===== src/rtl/dcs_act_window.sv =====
// Ages of the last DEPTH activates, newest in slot 0.
module dcs_act_window #(
  parameter int CNT_W = 5,
  parameter int DEPTH = 4
) (
  input  logic             clk_i,
  input  logic             rst_ni,
  input  logic             act_i,
  output logic [CNT_W-1:0] oldest_o
);
  localparam logic [CNT_W-1:0] SAT = '1;

  logic [DEPTH-1:0][CNT_W-1:0] age_q;

  function automatic logic [CNT_W-1:0] sat_inc(input logic [CNT_W-1:0] v);
    return (v == SAT) ? SAT : v + 1'b1;
  endfunction

  always_ff @(posedge clk_i or negedge rst_ni) begin
    if (!rst_ni) begin
      age_q <= {DEPTH{SAT}};
    end else begin
      for (int i = DEPTH - 1; i > 0; i--)
        age_q[i] <= act_i ? sat_inc(age_q[i-1]) : sat_inc(age_q[i]);
      age_q[0] <= act_i ? CNT_W'(1) : sat_inc(age_q[0]);
    end
  end

  assign oldest_o = age_q[DEPTH-1];
endmodule


===== config.mk =====
export PLATFORM = sky130hd
export DESIGN_NAME = dcs_act_window
export DESIGN_NICKNAME = d
export VERILOG_FILES = /design/src/rtl/dcs_act_window.sv
export SDC_FILE = /design/constraint.sdc
export NUM_CORES = 1
export LEC_CHECK = 0
export ABC_AREA = 0
export CORE_UTILIZATION = 30
export DETAILED_ROUTE_END_ITERATION = 12
export DONT_BUFFER_PORTS = 1
export PLACE_DENSITY = 0.43
export SYNTH_ARGS = -nofsm -noshare
export SYNTH_HDL_FRONTEND = slang
export SYNTH_SLANG_ARGS = --single-unit

===== constraint.sdc =====
create_clock -name clk_i -period 2.95 [get_ports clk_i]
set_input_delay 0.295 -clock clk_i [delete_from_list [all_inputs] [get_ports clk_i]]
set_output_delay 0.295 -clock clk_i [all_outputs]
set_load 0.01 [all_outputs]

# Yosys cells after proc, flatten, opt, wreduce, memory -nomap -nowiden
# Index checks and enable logic that the tools add are counted.
# totals
regBits	20
in_bits	3
out_inout_bits	5
wordCells	20
# classes
add_sub_neg	4
n_eq_ne	4
muxes	8
# op_table
op	n
5-bit 2-to-1 mux	8
5-bit by 1-bit adder with 5-bit output (second input constant)	4
5-bit equality test (second input constant)	4

# Depth between registers and ports, before layout
# Gate-level depths: netlist of run 1.
# logic_depth
word_depth	3
depth_mapped	4

# Least setup slack after synthesis of run 1
# Ideal clock, no wire load.
# synth_timing
kind	flip-flop to flip-flop
from	register age_q[10] (netlist bit)
to	register age_q, in the netlist oldest_o[3]
setup_ns	0.076
t_arrival_ns	1.228
setup_slack_ns	1.645
stages_incl_launch_ff	5
period_less_slack_ns	1.305
path_cell_list	dfstp_2 -> ha_1 -> a21boi_1 -> a41o_1 -> a22oi_2
# synth_between
elab_chain_cells	3
# synth_lines
item	line_no	source
start, declared	13	logic [DEPTH-1:0][CNT_W-1:0] age_q;
start signal, assigned	21	age_q <= {DEPTH{SAT}};
start signal, assigned by index	24	age_q[i] <= act_i ? sat_inc(age_q[i-1]) : sat_inc(age_q[i]);
5-bit by 1-bit adder with 5-bit output or 5-bit equality test (tied branches)	16	return (v == SAT) ? SAT : v + 1'b1;
5-bit 2-to-1 mux (*)	16	
5-bit 2-to-1 mux (*)	24	
# Mark *: on every way between the ends. The rest lies on a longest branch, timed or not.

# Worst setup path after layout of run 1
# Same ends and word-level chain as after synthesis.

==> impl_metrics.tcl, run 1 <==
set metrics [dict create \
    synth.distinct_cells 30 \
    vias 676 \
    cp_data_arrival_time_ns 1.69 \
    finalMaxSlewViolations 0 \
    comb_power_share_pct 26.7 \
    path_class "register to register" \
    core_area_um2 3153 \
    power.total_mw 0.8993 \
    place_ws_ns 1.527 \
    diodes 0 \
    track_usage_pct 13.46 \
    hold_path_class "input pin to register" \
    min_period_over_period_pct 49.28 \
    async_flop_share_pct 100.0 \
    fin_crit_ns 1.454 \
    worstHoldPathCells 1 \
    r2r-end "oldest_o[3]$_DFF_PN1_" \
    power_density_nw_per_um2 817.7 \
    hold_viol 0 \
    netlist_area_um2 1026 \
    rrSetupSlack_ns 1.50 \
    num_rows 20 \
    area_growth_syn_to_layout_pct 7.195 \
    synth.yosys.seq_area_share_pct 51.22 \
    numCtsBuffers 3 \
    htreeDepth 1 \
    dieArea_um2 3658 \
    grt_pass1_vias 708 \
    min_from "act_i" \
    holdPathEnd "age_q[3]$_DFF_PN1_" \
    worstMarginPinSlew_ns 0.8917 \
    yosys.area_share.simple_pct 9.146 \
    synth-compound-area-share_pct 21.46 \
    status "completed" \
    cp_cell_sequence "ha_1 > a21boi_1 > a41o_1 > a22oi_2" \
    maxSlewHeadroom_pct 40.36 \
    cts_tree "yes" \
    clk_pin_slew_worst_paths_ns 0.12 \
    layout-drive-gt1-share_pct 31.11 \
    antenna_found_initial 0 \
    nNetsFinal 98 \
    worstSkewPairLatency_ns 0.30 \
    die_w_um 60.48 \
    ir_drop_v 0.0003393 \
    synth_top_family_by_area "compound AO/OA/AOI/OAI gates" \
    drc 0 \
    cts_sinks 20 \
    slowest_delay_ns 0.59 \
    gp_congestion 0.7367 \
    rsz0062_at_grt "false" \
    reg2reg_from "age_q[10]$_DFF_PN1_" \
    io_buffers 0 \
    synthCells 90 \
    p_leak_nw 0.4411 \
    skew_ns 0.01271 \
    synth_nets 97 \
    switchingPower_mw 0.3054 \
    layout_setup_ws_ns 1.496 \
    drtPass1Iterations 4 \
    hold_buffers 2 \
    vias_per_cell 5.045 \
    root_buffer "clkbuf_4" \
    grt_pass1_wl_mm 3.525 \
    ys_warn_count 0 \
    slowest_stage "dfstp_2" \
    postCtsSetupBuffers 0 \
    p_sw_share_pct 33.96 \
    pwr-share-clk_pct 17.7 \
    max_freq_mhz 687.9 \
    grt-ovfl-total 0 \
    synth_ff_type "dfstp_2" \
    setup_viol 0 \
    dp_hpwl_mm 1.339 \
    maxCapViolCount 0 \
    start_util_pct 32.54 \
    synth_xor_area_share_pct 1.707 \
    wl_per_cell_um 14.74 \
    rr_worst_depth 4 \
    ios 8 \
    syn_area_per_cell_um2 11.40 \
    start_kind "register" \
    wl_mm 1.975 \
    setup-tns-final_ns 0 \
    cts_resized 0 \
    p_int_mw 0.5939 \
    ant_nets 0 \
    die_h_um 60.48 \
    required_ns 3.19 \
    clock_path_buffers 2 \
    grt_max_degree 21 \
    cp_max_fo 5 \
    drt_iter0_drc 19 \
    crit_path_end_kind "register" \
    synth_adder_area_share_pct 4.878 \
    synth_edf_count 0 \
    synth-seq-cells 20 \
    pwr-share-seq_pct 55.6 \
    synthMuxAreaShare_pct 5.854 \
]
==> stage by stage <==
stage	util (%)	hold WS, ns	instances	cell area (um2)
after floorplan	-	0.1472	90	1026
after global placement	32.78	0.1491	127	1033
after detailed placement	32.78	0.1501	127	1033
after CTS	34.56	0.0004647	133	1090
after global routing	34.88	0.004967	134	1100
final	34.88	0.02560	134	1100
==> worst max path at each step <==
stage	start	endpoint	depth (start not counted)
final	age_q[10]$_DFF_PN1_	oldest_o[3]$_DFF_PN1_	4
after global placement	age_q[10]$_DFF_PN1_	oldest_o[3]$_DFF_PN1_	4
after CTS	age_q[10]$_DFF_PN1_	oldest_o[3]$_DFF_PN1_	4
after detailed placement	age_q[10]$_DFF_PN1_	oldest_o[3]$_DFF_PN1_	4
after global routing	age_q[10]$_DFF_PN1_	oldest_o[3]$_DFF_PN1_	4
after floorplan	age_q[10]$_DFF_PN1_	oldest_o[3]$_DFF_PN1_	4
==> cells in the mapped netlist (all sizes together), types with 3 or more instances <==
cell    count  area [um2]
inv         3       11.26
ha          4       50.05
buf         7       47.55
nor2        8       30.03
a31oi       9       56.30
dfstp      20       525.5
mux2i       6       60.06
nand4       3       18.77
a41o        4       40.04
a21boi      5       37.53
==> placed cells by master (no fill, tap or decap) <==
cell type,n
a41o_1,4
dlygate4sd3_1,3
a22oi_1,1
a31oi_1,9
and3_1,2
o21ai_0,1
a32oi_1,2
a21boi_0,3
xnor2_1,1
inv_1,2
a21boi_1,2
nand3_1,2
mux2i_1,6
a22oi_2,1
a41oi_1,1
and2_1,1
a21oi_1,2
a21o_2,1
clkbuf_8,1
or2_2,1
nand2_1,1
inv_2,1
xor2_1,1
nand4_1,3
a21o_1,1
ha_1,4
nor2_1,8
nor2b_1,1
clkbuf_4,3
a311oi_1,1
dfstp_2,20
==> power by group through the flow <==
stage	combinational, mW	clock [mW]	sequential [mW]
after floorplan	0.250	0	0.463
after global placement	0.230	0	0.503
after detailed placement	0.230	0	0.504
after CTS	0.241	0.168	0.499
after global routing	0.274	0.180	0.516
final	0.240	0.159	0.500
==> cell type report <==
type,count,area (um2)
Inverter,3,11.26
Sequential cell,20,525.5
Timing Repair Buffer,3,30.03
Fill cell,345,2053
Tap cell,44,55.05
Multi-Input combinational cell,60,441.7
Clock buffer,4,36.28
==> layer usage <==
metal,global-route usage (%),wire (um),vias to the layer above
met5,0,0,-
met4,6.818,15,0
met3,3.412,62,2
met2,18.52,842,8
met1,19.46,1054,326
li1,-,-,340
==> cells by family (layout without fill, tap and decap cells) <==
logic type                 count (synthesis)  count (layout)
adders and majority gates                  4               4
DFF                                       20              20
muxes                                      6               6
xor gates and xnor gates                   2               2
AOI/OAI and AO/OA                         29              29
and+or+nand+nor                           19              19
buffers and inverters                     10              10
==> flip-flops by register name, indices dropped and copies added, names as in the netlist <==
name and count:
oldest_o 5, age_q 15
==> worst max-delay path, delay by kind of cell, from the launching register on <==
family	cells	cell delay [ns]
AO/OA/AOI/OAI	3	0.57
flip-flops	1	0.59
adder cells (fa/ha/maj)	1	0.24
No activity file was read; power rests on OpenSTA's default activity.
==> run 2, diff against run 1 <==
ABC_AREA = 1   (was 0)
PLACE_DENSITY = 0.44   (was 0.43)
clock period = 1.2 ns   (was 2.95 ns; I/O delays follow)
==> impl_metrics.tcl, run 2 <==
set metrics [dict create \
    ys_top_cells_by_count "42 x nand2_1, 20 x dfstp_2, 16 x inv_1, 14 x nand3_1" \
    power.total_mw 2.530 \
    synthCells 133 \
    clock_path_buffers 2 \
    async_flop_share_pct 100.0 \
    p_sw_share_pct 31.03 \
    drc 0 \
    switchingPower_mw 0.7851 \
    pwr-share-clk_pct 26.7 \
    largest_reg_flops 15 \
    hold_buffers 1 \
    grt_max_degree 21 \
    netlist_area_um2 1106 \
    synth-seq-cells 20 \
    ys_warn_count 0 \
    synth.top_cell.area_share_pct 47.51 \
    path_class "register to register" \
    setup_viol 11 \
    io_buffers 0 \
    wl_mm 2.275 \
    reg2reg_from "age_q[5]$_DFF_PN1_" \
    fin_crit_ns 1.263 \
    gp_congestion 0.7434 \
    wl_per_cell_um 12.04 \
    synth.yosys.seq_area_share_pct 47.51 \
    track_usage_pct 12.11 \
    grt_pass1_vias 838 \
    die_w_um 62.72 \
    nNetsFinal 151 \
    synth.most_common_cell "nand2_1" \
    start_kind "register" \
    synth_nets 140 \
    ios 8 \
    hold_path_class "input pin to register" \
    cp_data_arrival_time_ns 1.47 \
    die_h_um 62.72 \
    ant_nets 0 \
    post-route-util_pct 39.80 \
    required_ns 1.40 \
    htreeDepth 1 \
    grt_pass1_wl_mm 3.677 \
    synth_ff_type "dfstp_2" \
    layout.cells.non_filler 189 \
    setup-tns-final_ns -0.2424 \
    power_density_nw_per_um2 1847 \
    yosys-top-cells-area "dfstp_2 48%, nand2_1 14%, nand3_1 6.3%" \
    drt_iter0_drc 31 \
    drtPass1Iterations 4 \
    pwr-share-seq_pct 43.3 \
    synth.distinct_cells 18 \
    finalInstanceArea_um2 1370 \
    grt-ovfl-total 0 \
    synth_edf_count 0 \
    worstSkewPairLatency_ns 0.27 \
    vias_per_cell 4.725 \
    layout_setup_ws_ns -0.06335 \
    cts_tree "yes" \
    place_ws_ns -0.06710 \
    dieArea_um2 3934 \
    cp_max_fo 4 \
    antenna_found_initial 0 \
    critPathCapture "age_q[7]$_DFF_PN1_" \
    max_freq_mhz 791.5 \
    synth_top_cell_by_area "dfstp_2" \
    critPathLaunch "age_q[5]$_DFF_PN1_" \
    maxCapViolCount 0 \
    p_leak_nw 0.6437 \
    layout-drive-gt1-share_pct 35.66 \
    p_int_mw 1.745 \
    vias 893 \
    clk_pin_slew_worst_paths_ns 0.08 \
    dp_hpwl_mm 1.631 \
    comb_power_share_pct 30.0 \
    whs_ns -0.1303 \
    worstMarginPinSlew_ns 0.8713 \
    mostFrequentLayoutCells "39 x nand2_1, 20 x dfstp_2, 16 x inv_1" \
    maxSlewHeadroom_pct 41.72 \
    rrSetupSlack_ns -0.06 \
    r2r-end "age_q[7]$_DFF_PN1_" \
    rsz0062_at_grt "true" \
    dp.cells 181 \
    dpl_cell_area_um2 1201 \
    status "finished, violations left" \
    syn_area_per_cell_um2 8.316 \
    violations "hold timing, setup timing" \
    diodes 0 \
    start_util_pct 32.13 \
    mostFrequentLayoutCell "nand2_1" \
    area_growth_syn_to_layout_pct 23.87 \
    core_area_um2 3442 \
    ir_drop_v 0.0007171 \
    finalMaxSlewViolations 0 \
    num_rows 21 \
    root_buffer "clkbuf_8" \
    skew_ns 0.009922 \
    crit_path_end_kind "register" \
    hold_viol 15 \
    numCtsBuffers 3 \
    cts_sinks 20 \
    rr_worst_depth 5 \
    regMostFlops "age_q" \
    min_period_over_period_pct 105.3 \
]
## run 2: worst min path at each step
stage / start / slack [ns] / end / cells past startpoint
after floorplan: rst_ni / -0.03 / age_q[0]$_DFF_PN1_ / 0
after global placement: rst_ni / -0.03 / oldest_o[2]$_DFF_PN1_ / 0
after detailed placement: rst_ni / -0.03 / oldest_o[2]$_DFF_PN1_ / 0
after CTS: act_i / -0.13 / age_q[2]$_DFF_PN1_ / 1
after global routing: act_i / -0.14 / age_q[2]$_DFF_PN1_ / 1
final: act_i / -0.13 / age_q[2]$_DFF_PN1_ / 1
## run 2: layout make-up
| class | instances | area [um2] |
|---|---|---|
| Clock buffer | 3 | 41.29 |
| Fill cell | 351 | 2072 |
| Clock inverter | 1 | 30.03 |
| Inverter | 16 | 60.06 |
| Timing Repair Buffer | 14 | 107.6 |
| Multi-Input combinational cell | 89 | 548.0 |
| Tap cell | 46 | 57.56 |
| Sequential cell | 20 | 525.5 |
## run 2: power by group through the flow
stage | clock network [mW] | logic, mW | registers [mW]
floorplan | 0 | 0.533 | 1.07
global placement | 0 | 0.655 | 1.08
detailed placement | 0 | 0.661 | 1.08
CTS | 0.689 | 0.723 | 1.09
global route | 0.710 | 0.869 | 1.12
finish | 0.675 | 0.760 | 1.10
## run 2: timing repair
item / 4_1_cts / 5_1_grt
pin swaps: 9 / 5
endpoints found under the hold margin: 35 / 14
setup endpoints to repair: 16 / 16
resized for setup: 10 / 7
buffers inserted: 1 / 2
## run 2: worst max-delay path, stage by stage (launching register included)
cell and delay [ns]:
dfstp_2 0.56, ha_4 0.14, nand4_1 0.18, o21ai_1 0.19
nand2_1 0.08, nand2_1 0.06
## run 2: metal layers
layer / track usage [%] / share of wire, % / wire length (um) / vias to the layer above
met5: 0 / 0 / 0 / -
li1: - / - / - / 446
met2: 20.38 / 49 / 1106 / 9
met3: 3.467 / 4.0 / 90 / 2
met4: 4.360 / 1.1 / 26 / 0
met1: 14.61 / 46 / 1051 / 436
## run 2: cell families (layout without fill, tap and decap cells)
kind of cell | Yosys count | after routing | share of synthesized area, %
buf+inv | 24 | 34 | 10.63
compound gates | 14 | 14 | 7.239
fa+ha+maj | 4 | 4 | 4.525
xor+xnor | 1 | 1 | 0.7920
flops | 20 | 20 | 47.51
simple gates | 70 | 70 | 29.30
